--- src/rtl/ipr_pkg.sv ---
package ipr_pkg;
  localparam int PRI_W     = 4;
  localparam int PRI_LSB   = 16;
  localparam int MASK_BIT  = 31;
  localparam int ACT_BIT   = 30;
  localparam int POL_BIT   = 23;
  localparam int SENSE_BIT = 22;

  localparam logic [31:0] CFG_RST     = 32'hA000_0000;
  localparam logic [31:0] CFG_WM_ALL  = 32'h800F_00FF;
  localparam logic [31:0] CFG_WM_EXT  = 32'h00C0_0000;
  localparam logic [31:0] CFG_WM_TMR  = 32'h00F0_0000;
  localparam logic [31:0] DST_KEEP    = 32'hC000_0000;

  localparam logic SEL_CFG = 1'b0;
  localparam logic SEL_DST = 1'b1;
endpackage

--- src/rtl/ipr_src_regs.sv ---
module ipr_src_regs
  import ipr_pkg::*;
#(
  parameter int NSRC      = 16,
  parameter int NCPU      = 2,
  parameter int FIRST_TMR = 12,
  localparam int SW       = $clog2(NSRC)
) (
  input  logic          clk,
  input  logic          rst_n,
  input  logic          we,
  input  logic [SW-1:0] idx,
  input  logic          sel,
  input  logic [31:0]   wdata,
  output logic [31:0]   cfg [NSRC],
  output logic [31:0]   dst [NSRC]
);
  localparam logic [31:0] DST_WM = DST_KEEP | 32'((64'd1 << NCPU) - 64'd1);

  for (genvar s = 0; s < NSRC; s++) begin : g_src
    localparam logic [31:0] WM = CFG_WM_ALL | ((s >= FIRST_TMR) ? CFG_WM_TMR : CFG_WM_EXT);
    logic hit;
    assign hit = we && (idx == SW'(s));

    always_ff @(posedge clk or negedge rst_n) begin
      if (!rst_n) begin
        cfg[s] <= CFG_RST;
        dst[s] <= '0;
      end else if (hit) begin
        if (sel == SEL_DST) dst[s] <= wdata & DST_WM;
        else                cfg[s] <= wdata & WM;
      end
    end
  end
endmodule

--- src/rtl/ipr_gate.sv ---
module ipr_gate
  import ipr_pkg::*;
(
  input  logic [31:0] cfg,
  input  logic [31:0] dst,
  input  logic        act,
  input  logic        in_now,
  input  logic        in_prev,
  output logic        fire,
  output logic        act_drop
);
  logic elig;
  logic asrt;

  always_comb begin
    elig     = (in_now != in_prev) && !cfg[MASK_BIT]
               && (cfg[PRI_LSB +: PRI_W] != '0) && (dst != '0);
    asrt     = (in_now == cfg[POL_BIT]);
    fire     = elig && asrt && !act;
    act_drop = elig && !asrt && act && cfg[SENSE_BIT];
  end
endmodule

--- src/rtl/ipr_cpu_route.sv ---
module ipr_cpu_route
  import ipr_pkg::*;
#(
  parameter int NSRC = 16
) (
  input  logic             clk,
  input  logic             rst_n,
  input  logic [PRI_W-1:0] pri [NSRC],
  input  logic [NSRC-1:0]  fire,
  input  logic [NSRC-1:0]  tgt,
  input  logic [NSRC-1:0]  clr,
  input  logic [PRI_W-1:0] tpri,
  output logic [NSRC-1:0]  raised,
  output logic [NSRC-1:0]  deliver,
  output logic             irq
);
  logic [PRI_W-1:0] best;
  logic             outrank;

  always_comb begin
    best = '0;
    for (int s = 0; s < NSRC; s++)
      if (raised[s] && (pri[s] > best)) best = pri[s];
  end

  always_comb begin
    outrank = 1'b0;
    for (int s = 0; s < NSRC; s++) begin
      deliver[s] = fire[s] && tgt[s] && (pri[s] > tpri) && !raised[s];
      if (deliver[s] && (pri[s] > best)) outrank = 1'b1;
    end
  end

  always_ff @(posedge clk or negedge rst_n) begin
    if (!rst_n) begin
      raised <= '0;
      irq    <= 1'b0;
    end else begin
      raised <= (raised & ~clr) | deliver;
      irq    <= outrank;
    end
  end
endmodule

--- src/rtl/irq_src_router.sv ---
module irq_src_router
  import ipr_pkg::*;
#(
  parameter int NSRC      = 16,
  parameter int NCPU      = 2,
  parameter int FIRST_TMR = 12,
  localparam int SW       = $clog2(NSRC)
) (
  input  logic                  clk,
  input  logic                  rst_n,
  input  logic [NSRC-1:0]       irq_in,
  input  logic [NCPU*PRI_W-1:0] task_pri,
  input  logic                  reg_we,
  input  logic [SW-1:0]         reg_idx,
  input  logic                  reg_sel,
  input  logic [31:0]           reg_wdata,
  output logic [31:0]           reg_rdata,
  input  logic [NSRC-1:0]       act_clr,
  input  logic [NCPU*NSRC-1:0]  raised_clr,
  output logic [NCPU*NSRC-1:0]  raised_o,
  output logic [NCPU-1:0]       cpu_irq
);
  logic [31:0]      cfg_w [NSRC];
  logic [31:0]      dst_w [NSRC];
  logic [PRI_W-1:0] pri   [NSRC];
  logic [NSRC-1:0]  act_q, prev_q, fire, act_drop, set_any;
  logic [NSRC-1:0]  tgt     [NCPU];
  logic [NSRC-1:0]  deliver [NCPU];

  ipr_src_regs #(.NSRC(NSRC), .NCPU(NCPU), .FIRST_TMR(FIRST_TMR)) u_regs (
    .clk(clk), .rst_n(rst_n), .we(reg_we), .idx(reg_idx), .sel(reg_sel),
    .wdata(reg_wdata), .cfg(cfg_w), .dst(dst_w)
  );

  for (genvar s = 0; s < NSRC; s++) begin : g_gate
    assign pri[s] = cfg_w[s][PRI_LSB +: PRI_W];
    ipr_gate u_gate (
      .cfg(cfg_w[s]), .dst(dst_w[s]), .act(act_q[s]),
      .in_now(irq_in[s]), .in_prev(prev_q[s]),
      .fire(fire[s]), .act_drop(act_drop[s])
    );
  end

  always_comb begin
    set_any = '0;
    for (int c = 0; c < NCPU; c++) begin
      for (int s = 0; s < NSRC; s++) tgt[c][s] = dst_w[s][c];
      set_any = set_any | deliver[c];
    end
  end

  for (genvar c = 0; c < NCPU; c++) begin : g_cpu
    ipr_cpu_route #(.NSRC(NSRC)) u_route (
      .clk(clk), .rst_n(rst_n), .pri(pri), .fire(fire), .tgt(tgt[c]),
      .clr(raised_clr[c*NSRC +: NSRC]), .tpri(task_pri[c*PRI_W +: PRI_W]),
      .raised(raised_o[c*NSRC +: NSRC]), .deliver(deliver[c]), .irq(cpu_irq[c])
    );
  end

  always_ff @(posedge clk or negedge rst_n) begin
    if (!rst_n) begin
      prev_q <= '0;
      act_q  <= '0;
    end else begin
      prev_q <= irq_in;
      act_q  <= (act_q & ~act_clr & ~act_drop) | set_any;
    end
  end

  always_comb begin
    if (reg_sel == SEL_DST) reg_rdata = dst_w[reg_idx];
    else reg_rdata = cfg_w[reg_idx] | (32'(act_q[reg_idx]) << ACT_BIT);
  end
endmodule

--- config.mk ---
export PLATFORM = sky130hd
export DESIGN_NAME = irq_src_router
export DESIGN_NICKNAME = d
export VERILOG_FILES = /design/src/rtl/ipr_pkg.sv /design/src/rtl/ipr_src_regs.sv /design/src/rtl/ipr_gate.sv /design/src/rtl/ipr_cpu_route.sv /design/src/rtl/irq_src_router.sv
export SDC_FILE = /design/constraint.sdc
export NUM_CORES = 1
export LEC_CHECK = 0
export ABC_AREA = 1
export BUFFER_PORTS_ARGS = -buffer_cell sky130_fd_sc_hd__clkbuf_2
export CORE_ASPECT_RATIO = 0.6
export CORE_MARGIN = 5
export CORE_UTILIZATION = 26
export DETAILED_ROUTE_END_ITERATION = 10
export GPL_TIMING_DRIVEN = 1
export SLEW_MARGIN = 40
export SYNTH_ARGS = -nofsm -noshare
export SYNTH_HDL_FRONTEND = slang
export SYNTH_SLANG_ARGS = --single-unit
--- constraint.sdc ---
create_clock -name clk -period 16.4 [get_ports clk]
set_input_delay 0.82 -clock clk [delete_from_list [all_inputs] [get_ports clk]]
set_output_delay 0.82 -clock clk [all_outputs]
set_load 0.05 [all_outputs]
# Word-level counts from Yosys, hierarchy flattened
# Index checks and enable logic that the tools add are counted.
[totals]
reg_bits = 394
in_bits = 112
elab_cells = 719
out_inout_bits = 66
[classes]
n_eq_ne = 47
magnitude_cmp = 97
muxes = 73
n_bitwise = 15
reduce_logical = 449
[op_table]
columns = ["operator", "count"]
rows = [
  ["32-bit nonzero test", 16],
  ["4-bit > comparator", 94],
  ["1-bit logical AND", 304],
  ["32-bit binary-select mux with 4-bit select", 2],
  ["32-bit 2-to-1 mux", 5],
  ["4-bit 2-to-1 mux", 32],
  ["1-bit zero test", 80],
  ["16-bit bitwise AND", 4],
  ["16-bit NOT", 4],
  ["16-bit bitwise OR", 4],
  ["2-bit AND reduction", 32],
  ["4-bit nonzero test", 16],
  ["1-bit 2-to-1 mux", 33],
  ["4-bit == test (second input constant)", 8],
  ["32-bit by 31-bit bitwise OR with 32-bit output", 1],
  ["1-bit == test", 16],
  ["4-bit by 3-bit == test with 1-bit output (second input constant)", 4],
  ["1-bit inequality test", 16],
  ["4-bit by 2-bit == test with 1-bit output (second input constant)", 2],
  ["5-bit >= comparator (second input constant)", 1],
  ["4-bit by 5-bit < comparator with 1-bit output (second input constant)", 1],
  ["4-bit NOT with 5-bit output", 1],
  ["1-bit binary-select mux with 4-bit select", 1],
  ["4-bit by 1-bit == test with 1-bit output (second input constant)", 1],
  ["3 further kinds", 3],
]

# Longest topological paths before layout
# Gate-level depths: netlist (run 1).
[depth]
ltp_word = 66
ltp_mapped = 137
mapped_depth_nobuf = 136

# Hierarchy
# From an unflattened synthesis (run 1), not the netlist that was laid out.
[unflattened]
hier_cells = 7533
area_unflattened_um2 = 46739.8
[by_module_without_submodules]
columns = ["module", "seq_area_each_um2", "instances", "cells_per_inst", "area_per_inst_um2"]
rows = [
  ["ipr_src_regs", 8247.9, 1, 2184, 18559.0],
  ["ipr_cpu_route", 425.4, 2, 1120, 7025.5],
  ["irq_src_router", 800.8, 1, 2453, 11327.1],
  ["ipr_gate", 0.0, 16, 41, 175.2],
]

# Least setup slack after synthesis (run 1)
# No wires, ideal clock.
[synth_path]
path_kind = "reg-to-reg"
startpoint = "register g_cpu[0].u_route.raised[0]"
endpoint = "register g_cpu[0].u_route.irq"
setup_slack_ps = 106
synth_period_minus_slack_ps = 16294
path_buffers = 1
path_stages_with_launch = 130
required_time_ps = 16281
setup_ps = 119
t_arrival_ps = 16176
path_cell_list = "dfrtp_1 nand2_4 nor2_2 inv_2 ha_1 nand2_1 nor2_1 nor2_2 nand2_2 nand2_1 o21ai_0 ha_1 inv_1 o21bai_1 inv_2 nand2_4 nand2_4 o21ai_0 (+94 left out) o21ai_0 ha_1 inv_1 o21bai_1 inv_1 nand2_4 nand2_8 buf_12 o21ai_0 ha_1 a31oi_1 nand2_1 nand2_1 inv_1 nor2_1 nand2_2 nor2_1 nand2_1"
[synth_via]
elab_chain_len = 65
elab_cells_between_ends = 97
classes_between = "order compare (31); mux (32); reduce/logical (34)"
[synth_rtl]
columns = ["element", "line", "source"]
rows = [
  ["start: declaration", "ipr_cpu_route.sv:13", "output logic [NSRC-1:0] raised,"],
  ["start signal: assignment", "ipr_cpu_route.sv:39", "raised <= (raised & ~clr) | deliver;"],
  ["1-bit logical AND", "ipr_cpu_route.sv:23", "if (raised[s] && (pri[s] > best)) best = pri[s];"],
  ["4-bit 2-to-1 mux", "ipr_cpu_route.sv:23", ""],
  ["4-bit > comparator", "ipr_cpu_route.sv:23", ""],
  ["1-bit logical AND", "ipr_cpu_route.sv:23", ""],
  ["4-bit 2-to-1 mux", "ipr_cpu_route.sv:23", ""],
  ["4-bit > comparator", "ipr_cpu_route.sv:23", ""],
  ["1-bit logical AND", "ipr_cpu_route.sv:23", ""],
  ["4-bit 2-to-1 mux", "ipr_cpu_route.sv:23", ""],
  ["(+36 left out)", "-", ""],
  ["4-bit > comparator", "ipr_cpu_route.sv:23", ""],
  ["1-bit logical AND", "ipr_cpu_route.sv:23", ""],
  ["4-bit 2-to-1 mux", "ipr_cpu_route.sv:23", ""],
  ["4-bit > comparator", "ipr_cpu_route.sv:30", "if (deliver[s] && (pri[s] > best)) outrank = 1'b1;"],
  ["1-bit logical AND", "ipr_cpu_route.sv:30", ""],
  ["1-bit 2-to-1 mux (15 in series)", "ipr_cpu_route.sv:30", ""],
  ["1-bit 2-to-1 mux (*)", "ipr_cpu_route.sv:30", ""],
  ["named net g_cpu[0].u_route.outrank", "ipr_cpu_route.sv:18", "logic outrank;"],
  ["end signal: assignment", "ipr_cpu_route.sv:40", "irq <= outrank;"],
  ["end: declaration", "ipr_cpu_route.sv:15", "output logic irq"],
]
# The timed path passes the listed nets; every way through them passes the cells marked *.
# A chain may end at the register's enable or synchronous reset.

# Final worst setup path (run 1)
[layout_path]
startpoint = "register u_regs.cfg[497] (netlist name)"
endpoint = "register g_cpu[0].u_route.irq"
[layout_via]
elab_chain_len = 66
elab_cells_between_ends = 105
classes_between = "order compare (33); mux (32); reduce/logical (40)"
[layout_rtl]
columns = ["element", "line", "source"]
rows = [
  ["start: declaration", "ipr_src_regs.sv:15", "output logic [31:0] cfg [NSRC],"],
  ["start signal: indexed assignment", "ipr_src_regs.sv:31", "else cfg[s] <= wdata & WM;"],
  ["4-bit by 1-bit > comparator with 1-bit output", "ipr_cpu_route.sv:23", ""],
  ["1-bit logical AND", "ipr_cpu_route.sv:23", ""],
  ["4-bit 2-to-1 mux", "ipr_cpu_route.sv:23", ""],
  ["4-bit > comparator", "ipr_cpu_route.sv:23", ""],
  ["1-bit logical AND", "ipr_cpu_route.sv:23", ""],
  ["4-bit 2-to-1 mux", "ipr_cpu_route.sv:23", ""],
  ["4-bit > comparator", "ipr_cpu_route.sv:23", ""],
  ["1-bit logical AND", "ipr_cpu_route.sv:23", ""],
  ["(+37 left out)", "-", ""],
  ["4-bit > comparator", "ipr_cpu_route.sv:23", ""],
  ["1-bit logical AND", "ipr_cpu_route.sv:23", ""],
  ["4-bit 2-to-1 mux", "ipr_cpu_route.sv:23", ""],
  ["4-bit > comparator", "ipr_cpu_route.sv:30", ""],
  ["1-bit logical AND", "ipr_cpu_route.sv:30", ""],
  ["1-bit 2-to-1 mux (15 in series)", "ipr_cpu_route.sv:30", ""],
  ["1-bit 2-to-1 mux (*)", "ipr_cpu_route.sv:30", ""],
  ["named net g_cpu[0].u_route.outrank", "ipr_cpu_route.sv:18", ""],
]
# Marked as above.

==> flow_summary.toml, run 1 <==
[outcome]
outcome = "finished clean"

[logic_synthesis]
ys_types = 61
ys.flop_type = "dfrtp_1"
synth_area_um2 = 30300
synth_edf_count = 0
postSynthCellCount = 3990
async_flop_share_pct = 100
ys_seq_elements = 394
seq_area_frac_synth_pct = 32.7
synth_warnings = 0
synth.avg_cell_area_um2 = 7.59

[critical_path]
endpoint_kind = "flip-flop"
critPathKind = "flip-flop to flip-flop"
cp_top_family = "simple AND/OR/NAND/NOR gates"
critPathMaxFanout = 6
slowest_stage = "dfrtp_1"
max_stage_delay_ps = 410
cp.arrival_ps = 15980
cp.buffers_inverters = 25
start_kind = "flip-flop"
cp.required_ps = 16890
critPathMostFrequentCell = "nand2_4"
r2r_slack_ps = 910

[placed_design]
placed_cells_incl_taps = 5814
numPortBuffers = 150
hpwl_mm = 92.9
gp_congestion = 0.942
post_dp_cell_area_um2 = 34400

[sta]
clock_skew_ps = 48.6
fin_crit_sh_pct = 94.5
fmax_ghz = 0.0646
drv_slew = 0
worst_slew_margin_rel_pct = 36.5
worstMarginPinSlew_ps = 943
period_needed_ps = 15490
setup_viol = 0
hold_violations = 0
fin_setup_tns_ps = 0

[die]
fp.dieW_um = 451
dieArea_um2 = 124000
die_h_um = 274
coreArea_um2 = 116000
start_util_pct = 26.1
rows = 97
num_io_pins = 178

[layout]
area_growth_pct = 22.2
layout.nets = 4712
fin_area_um2 = 37000
final_cells = 5916
drive_above_1_share_pct = 23.8

[clocking]
clock_path_buffers = 3
cts.reportedPaths.clkPinSlew_ps = 70
cts_sinks = 394
cts_tree = "built"
cts_buffers = 40
cts_root_buf = "clkbuf_16"
h-tree-depth = 2
cts_hold_buf = 0
clk-insertion-delay-late_ps = 610

[global_route]
grt_max_degree = 82
antenna_found_initial = 12
first_global_vias = 28000
grt_overflow_total = 0
grtUsageTotal_pct = 18.9
grt_pass1_wl_mm = 179

[pwr]
ir_drop_uv = 61.0
p_leak_uw = 0.0179
power_density_nw_per_um2 = 130

[run]
maxCapViolCount = 0

[detailed_routing]
vias = 30700
drcViolationCount = 0
antenna_left = 0
dr.pass1.iters = 6
wl_mm = 123
drtIter0Drc = 4008
vias_per_cell = 5.18
wire_per_inst_um = 20.7

[hold_path]
hold_class = "primary input to async pin"
==> layout by cell type, fill, tap and decap left out, types with 44 or more instances in the layout <==
cell type and n:
nand2_1 772, o21ai_0 395, nand3_1 384, inv_1 372
dfrtp_1 361, buf_4 296, ha_1 229, nor2_1 194
clkbuf_2 148, a21oi_1 130, nand2_2 127, a22oi_1 118
nand3_2 66, o21bai_1 64, nand2_4 59, nor2_2 56
clkbuf_16 45, inv_2 44
==> area by class of cell <==
| cell class | instances | area, um^2 |
|---|---|---|
| clock inverter | 14 | 198 |
| multi-input combinational | 3018 | 18700 |
| antenna | 6 | 15.0 |
| sequential | 394 | 9900 |
| inverter | 422 | 1610 |
| timing repair buffer | 468 | 3400 |
| tap | 1534 | 1920 |
| clock buffer | 60 | 1230 |
| fill | 12300 | 79100 |
==> Yosys cell counts (6+ instances only) <==
library cell	instances	share of area [%]
a21boi_0	11	0.27
a21oi_1	131	2.2
a221oi_1	9	0.26
a22oi_1	118	2.9
a32o_1	7	0.23
a32oi_1	6	0.17
a41oi_1	9	0.26
buf_1	8	0.099
buf_4	17	0.42
buf_6	9	0.33
clkbuf_1	107	1.3
clkbuf_8	22	1.0
dfrtp_1	362	30
dfstp_2	32	2.8
ha_1	256	11
inv_1	389	4.8
inv_2	27	0.33
nand2_1	818	10
nand2_2	97	2.0
nand2_4	46	1.7
nand3_1	397	6.6
nand3_2	56	1.9
nand3b_1	22	0.55
nand4_1	24	0.50
nor2_1	228	2.8
nor2_2	27	0.56
nor2_4	26	0.97
nor3_1	21	0.35
nor3b_1	18	0.45
nor4_1	39	0.81
o21ai_0	456	7.5
o21ai_1	11	0.18
o21bai_1	65	1.6
o221ai_1	11	0.32
o22ai_1	31	0.64
o311ai_0	8	0.23
xnor2_1	17	0.49
==> registers in the layout, indices dropped and copies added, names as in the netlist <==
name and count:
prev_q 16, g_cpu.u_route.irq 2, g_cpu.u_route.raised 32, u_regs.cfg 264, u_regs.dst 64, act_q 16
==> per-stage QoR <==
step	hold slack [ps]	utilization, %	setup WS (ps)	total power [uW]
floorplan	424	-	106	2760
global placement	431	29.5	-133	3460
detailed placement	433	29.6	-365	3530
CTS	123	30.8	12.7	4570
global route	161	31.9	-195	5120
finish	162	31.9	909	4800
==> worst reg2reg max path: cells and delay by family (launching register included) <==
family	cells	cell delay, ps
adder cells (fa/ha/maj)	16	4870
flip-flops	1	410
AO/OA/AOI/OAI	25	2600
AND/OR/NAND/NOR	66	5590
buffers and inverters	25	1930
==> worst paths after layout <==
kind,startpoint,to,cells after the start
worst max-delay path,u_regs.cfg[497]$_DFFE_PN0P_,g_cpu[0].u_route.irq$_DFF_PN0_,132
worst min-delay path,rst_n,g_cpu[0].u_route.raised[13]$_DFF_PN0_,1
worst max register to register,u_regs.cfg[497]$_DFFE_PN0P_,g_cpu[0].u_route.irq$_DFF_PN0_,132
worst min register to register,u_regs.cfg[93]$_DFFE_PN1P_,u_regs.cfg[93]$_DFFE_PN1P_,2
max in group asynchronous,rst_n,g_cpu[1].u_route.raised[0]$_DFF_PN0_,3
min in group clk,irq_in[5],prev_q[5]$_DFF_PN0_,1
==> power breakdown <==
part           switching [uW]  internal (uW)  total (uW)
Clock                     442            586        1030
Sequential                198           1140        1340
Combinational            1490            952        2440
Total                    2130           2680        4800
==> layer usage <==
layer	track usage, %	wire [um]	part of all wire [%]
met5	0	24	0.020
met4	4.26	2780	2.3
met3	5.49	15600	13
met2	25.5	46700	38
met1	29.0	57500	47
==> repair_timing <==
item,in CTS,in global routing
gates resized for setup,23,230
cloned,0,3
pin swaps,7,129
setup buffers,0,19
setup endpoints to repair,2,2
==> logic make-up (layout without fill, tap and decap cells) <==
group           after synthesis  in the layout  share of synthesized area (%)
compound gates              906            906                           17.7
simple gates               1826           1826                           29.6
other cells                   1             19                         0.0124
xor+xnor                     17             17                          0.491
flops                       394            394                           32.7
fa+ha+maj                   256            256                           10.6
buf+inv                     590            964                           8.91
Power figures use the tool's default switching activity.
==> run 2: changes to the inputs <==
GPL_TIMING_DRIVEN = unset   (was 1)
PLACE_DENSITY = 0.45   (was unset)
==> flow_summary.toml, run 2 (synthesis results as in run 1) <==
[outcome]
outcome = "finished clean"

[sta]
fin_setup_tns_ps = 0
drv_slew = 0
hold_ws_ps = 124
clock_skew_ps = 57.8
fmax_ghz = 0.0645
worst_slew_margin_rel_pct = 37.7
period_needed_ps = 15510
worstMarginPinSlew_ps = 925
setup_viol = 0
fin_crit_sh_pct = 94.6
hold_violations = 0
rsz0062_at_grt = "yes"

[pwr]
p_int_uw = 2740
power_frac_seq_pct = 27.0
p_comb_share_pct = 51.3
p_sw_share_pct = 43.8
ir_drop_uv = 66.8
p_clk_share_pct = 21.6
power_density_nw_per_um2 = 129
p_leak_uw = 0.0183
p_switching_uw = 2140

[global_route]
use_met2_pct = 27.5
first_global_vias = 27300
antenna_found_initial = 6
grt_pass1_wl_mm = 187
use_met3_pct = 4.60
grt_overflow_total = 0
grt_max_degree = 83
grt-busiest-layer = "met1"
grt_util_met1_pct = 31.3
grtUsageTotal_pct = 19.9

[layout]
most-common-layout-cells = "nand2_1, o21ai_0, nand3_1, inv_1, dfrtp_1"
final_cells = 5985
register_area_um2 = 9900
area_growth_pct = 24.6
reg_top3 = "u_regs.cfg (264), u_regs.dst (64), g_cpu.u_route.raised (32)"
layout.nets = 4786
top_register = "u_regs.cfg"
final.fill_count = 12400
drive_above_1_share_pct = 25.3
layout_commonest_cell = "nand2_1"
multi_input_area_um2 = 18800
antennaDiodeCount = 0
largest_reg_flops = 264

[run]
maxCapViolCount = 0

[clocking]
clock_path_buffers = 3
cts_tree = "built"
h-tree-depth = 2
cts_buffers = 44
cts.reportedPaths.clkPinSlew_ps = 70
cts_sinks = 394
clk-insertion-delay-late_ps = 630
cts_root_buf = "clkbuf_16"

[die]
rows = 97
die_h_um = 274
start_util_pct = 26.1
coreArea_um2 = 116000
num_io_pins = 178
fp.dieW_um = 451
dieArea_um2 = 124000

[placed_design]
gp_congestion = 0.898
numPortBuffers = 150
placed_cells_incl_taps = 5871
hpwl_mm = 97.0

[critical_path]
endpoint_kind = "flip-flop"
cp.required_ps = 16880
cp_top_family = "simple AND/OR/NAND/NOR gates"
critPathKind = "flip-flop to flip-flop"
cp.arrival_ps = 15990
cp.buffers_inverters = 22
critPathMaxFanout = 7
start_kind = "flip-flop"
max_stage_delay_ps = 450
slowest_stage = "dfrtp_2"
critPathMostFrequentCell = "nand2_4"

[detailed_routing]
wire_per_inst_um = 21.5
antenna_left = 0
drtIter0Drc = 2885
wl_mm = 128
vias = 29900
vias_per_cell = 5.00
dr.pass1.iters = 6
drcViolationCount = 0

[hold_path]
hold_class = "primary input to async pin"
[run 2: worst paths after layout]
check / cells after the start / slack, ps / end / from
worst max-delay path: 130 / 890 / g_cpu[1].u_route.irq$_DFF_PN0_ / u_regs.cfg[497]$_DFFE_PN0P_
worst min-delay path: 1 / 120 / prev_q[13]$_DFF_PN0_ / rst_n
worst max register to register: 130 / 890 / g_cpu[1].u_route.irq$_DFF_PN0_ / u_regs.cfg[497]$_DFFE_PN0P_
worst min register to register: 2 / 450 / u_regs.cfg[93]$_DFFE_PN1P_ / u_regs.cfg[93]$_DFFE_PN1P_
max in group asynchronous: 3 / 14810 / u_regs.cfg[497]$_DFFE_PN0P_ / rst_n
min in group clk: 1 / 370 / prev_q[14]$_DFF_PN0_ / irq_in[14]
[run 2: timing repair]
item,CTS,global route
pin swaps,0,160
gates resized for setup,14,258
hold buffers,0,0
endpoints found under the setup margin,2,2
setup buffers,0,36
cloned,0,2
[run 2: routing by layer]
layer	wire length, um	vias up	share of wire [%]
li1	-	14500	-
met1	65600	14400	51
met2	49900	965	39
met3	11100	100	8.6
met4	1910	0	1.5
met5	0	-	0
[run 2: area by class of cell]
cell class / instances / area share (%)
Timing Repair Buffer: 538 / 10.7
Tap cell: 1534 / 5.09
Clock buffer: 64 / 3.38
Sequential cell: 394 / 26.2
Inverter: 422 / 4.27
Clock inverter: 15 / 0.497
Multi-Input combinational cell: 3018 / 49.8
[run 2: power by group through the flow]
| stage | Sequential, uW | Combinational (uW) | Clock (uW) |
|---|---|---|---|
| after global routing | 1340 | 2780 | 1110 |
| after floorplan | 1270 | 1490 | 0 |
| after detailed placement | 1330 | 2270 | 0 |
| after global placement | 1330 | 2240 | 0 |
| after CTS | 1310 | 2280 | 1080 |
| final | 1320 | 2510 | 1060 |
[run 2: metrics by stage]
step | cell area (um^2) | utilization (%) | setup slack, ps | total power, uW
final | 37700 | 32.5 | 888 | 4880
after global placement | 34800 | 29.9 | -458 | 3570
after global routing | 37700 | 32.5 | -176 | 5230
after floorplan | 30300 | - | 106 | 2760
after CTS | 36400 | 31.3 | 13.2 | 4680
after detailed placement | 34900 | 30.1 | -378 | 3600
[run 2: worst register-to-register path: cells and delay by family (launching register included)]
family                     cells  cell delay [ps]
and+or+nand+nor               70             6060
AOI/OAI and AO/OA             22             2020
adders and majority gates     16             4790
DFF                            1              450
buffers and inverters         22             2050
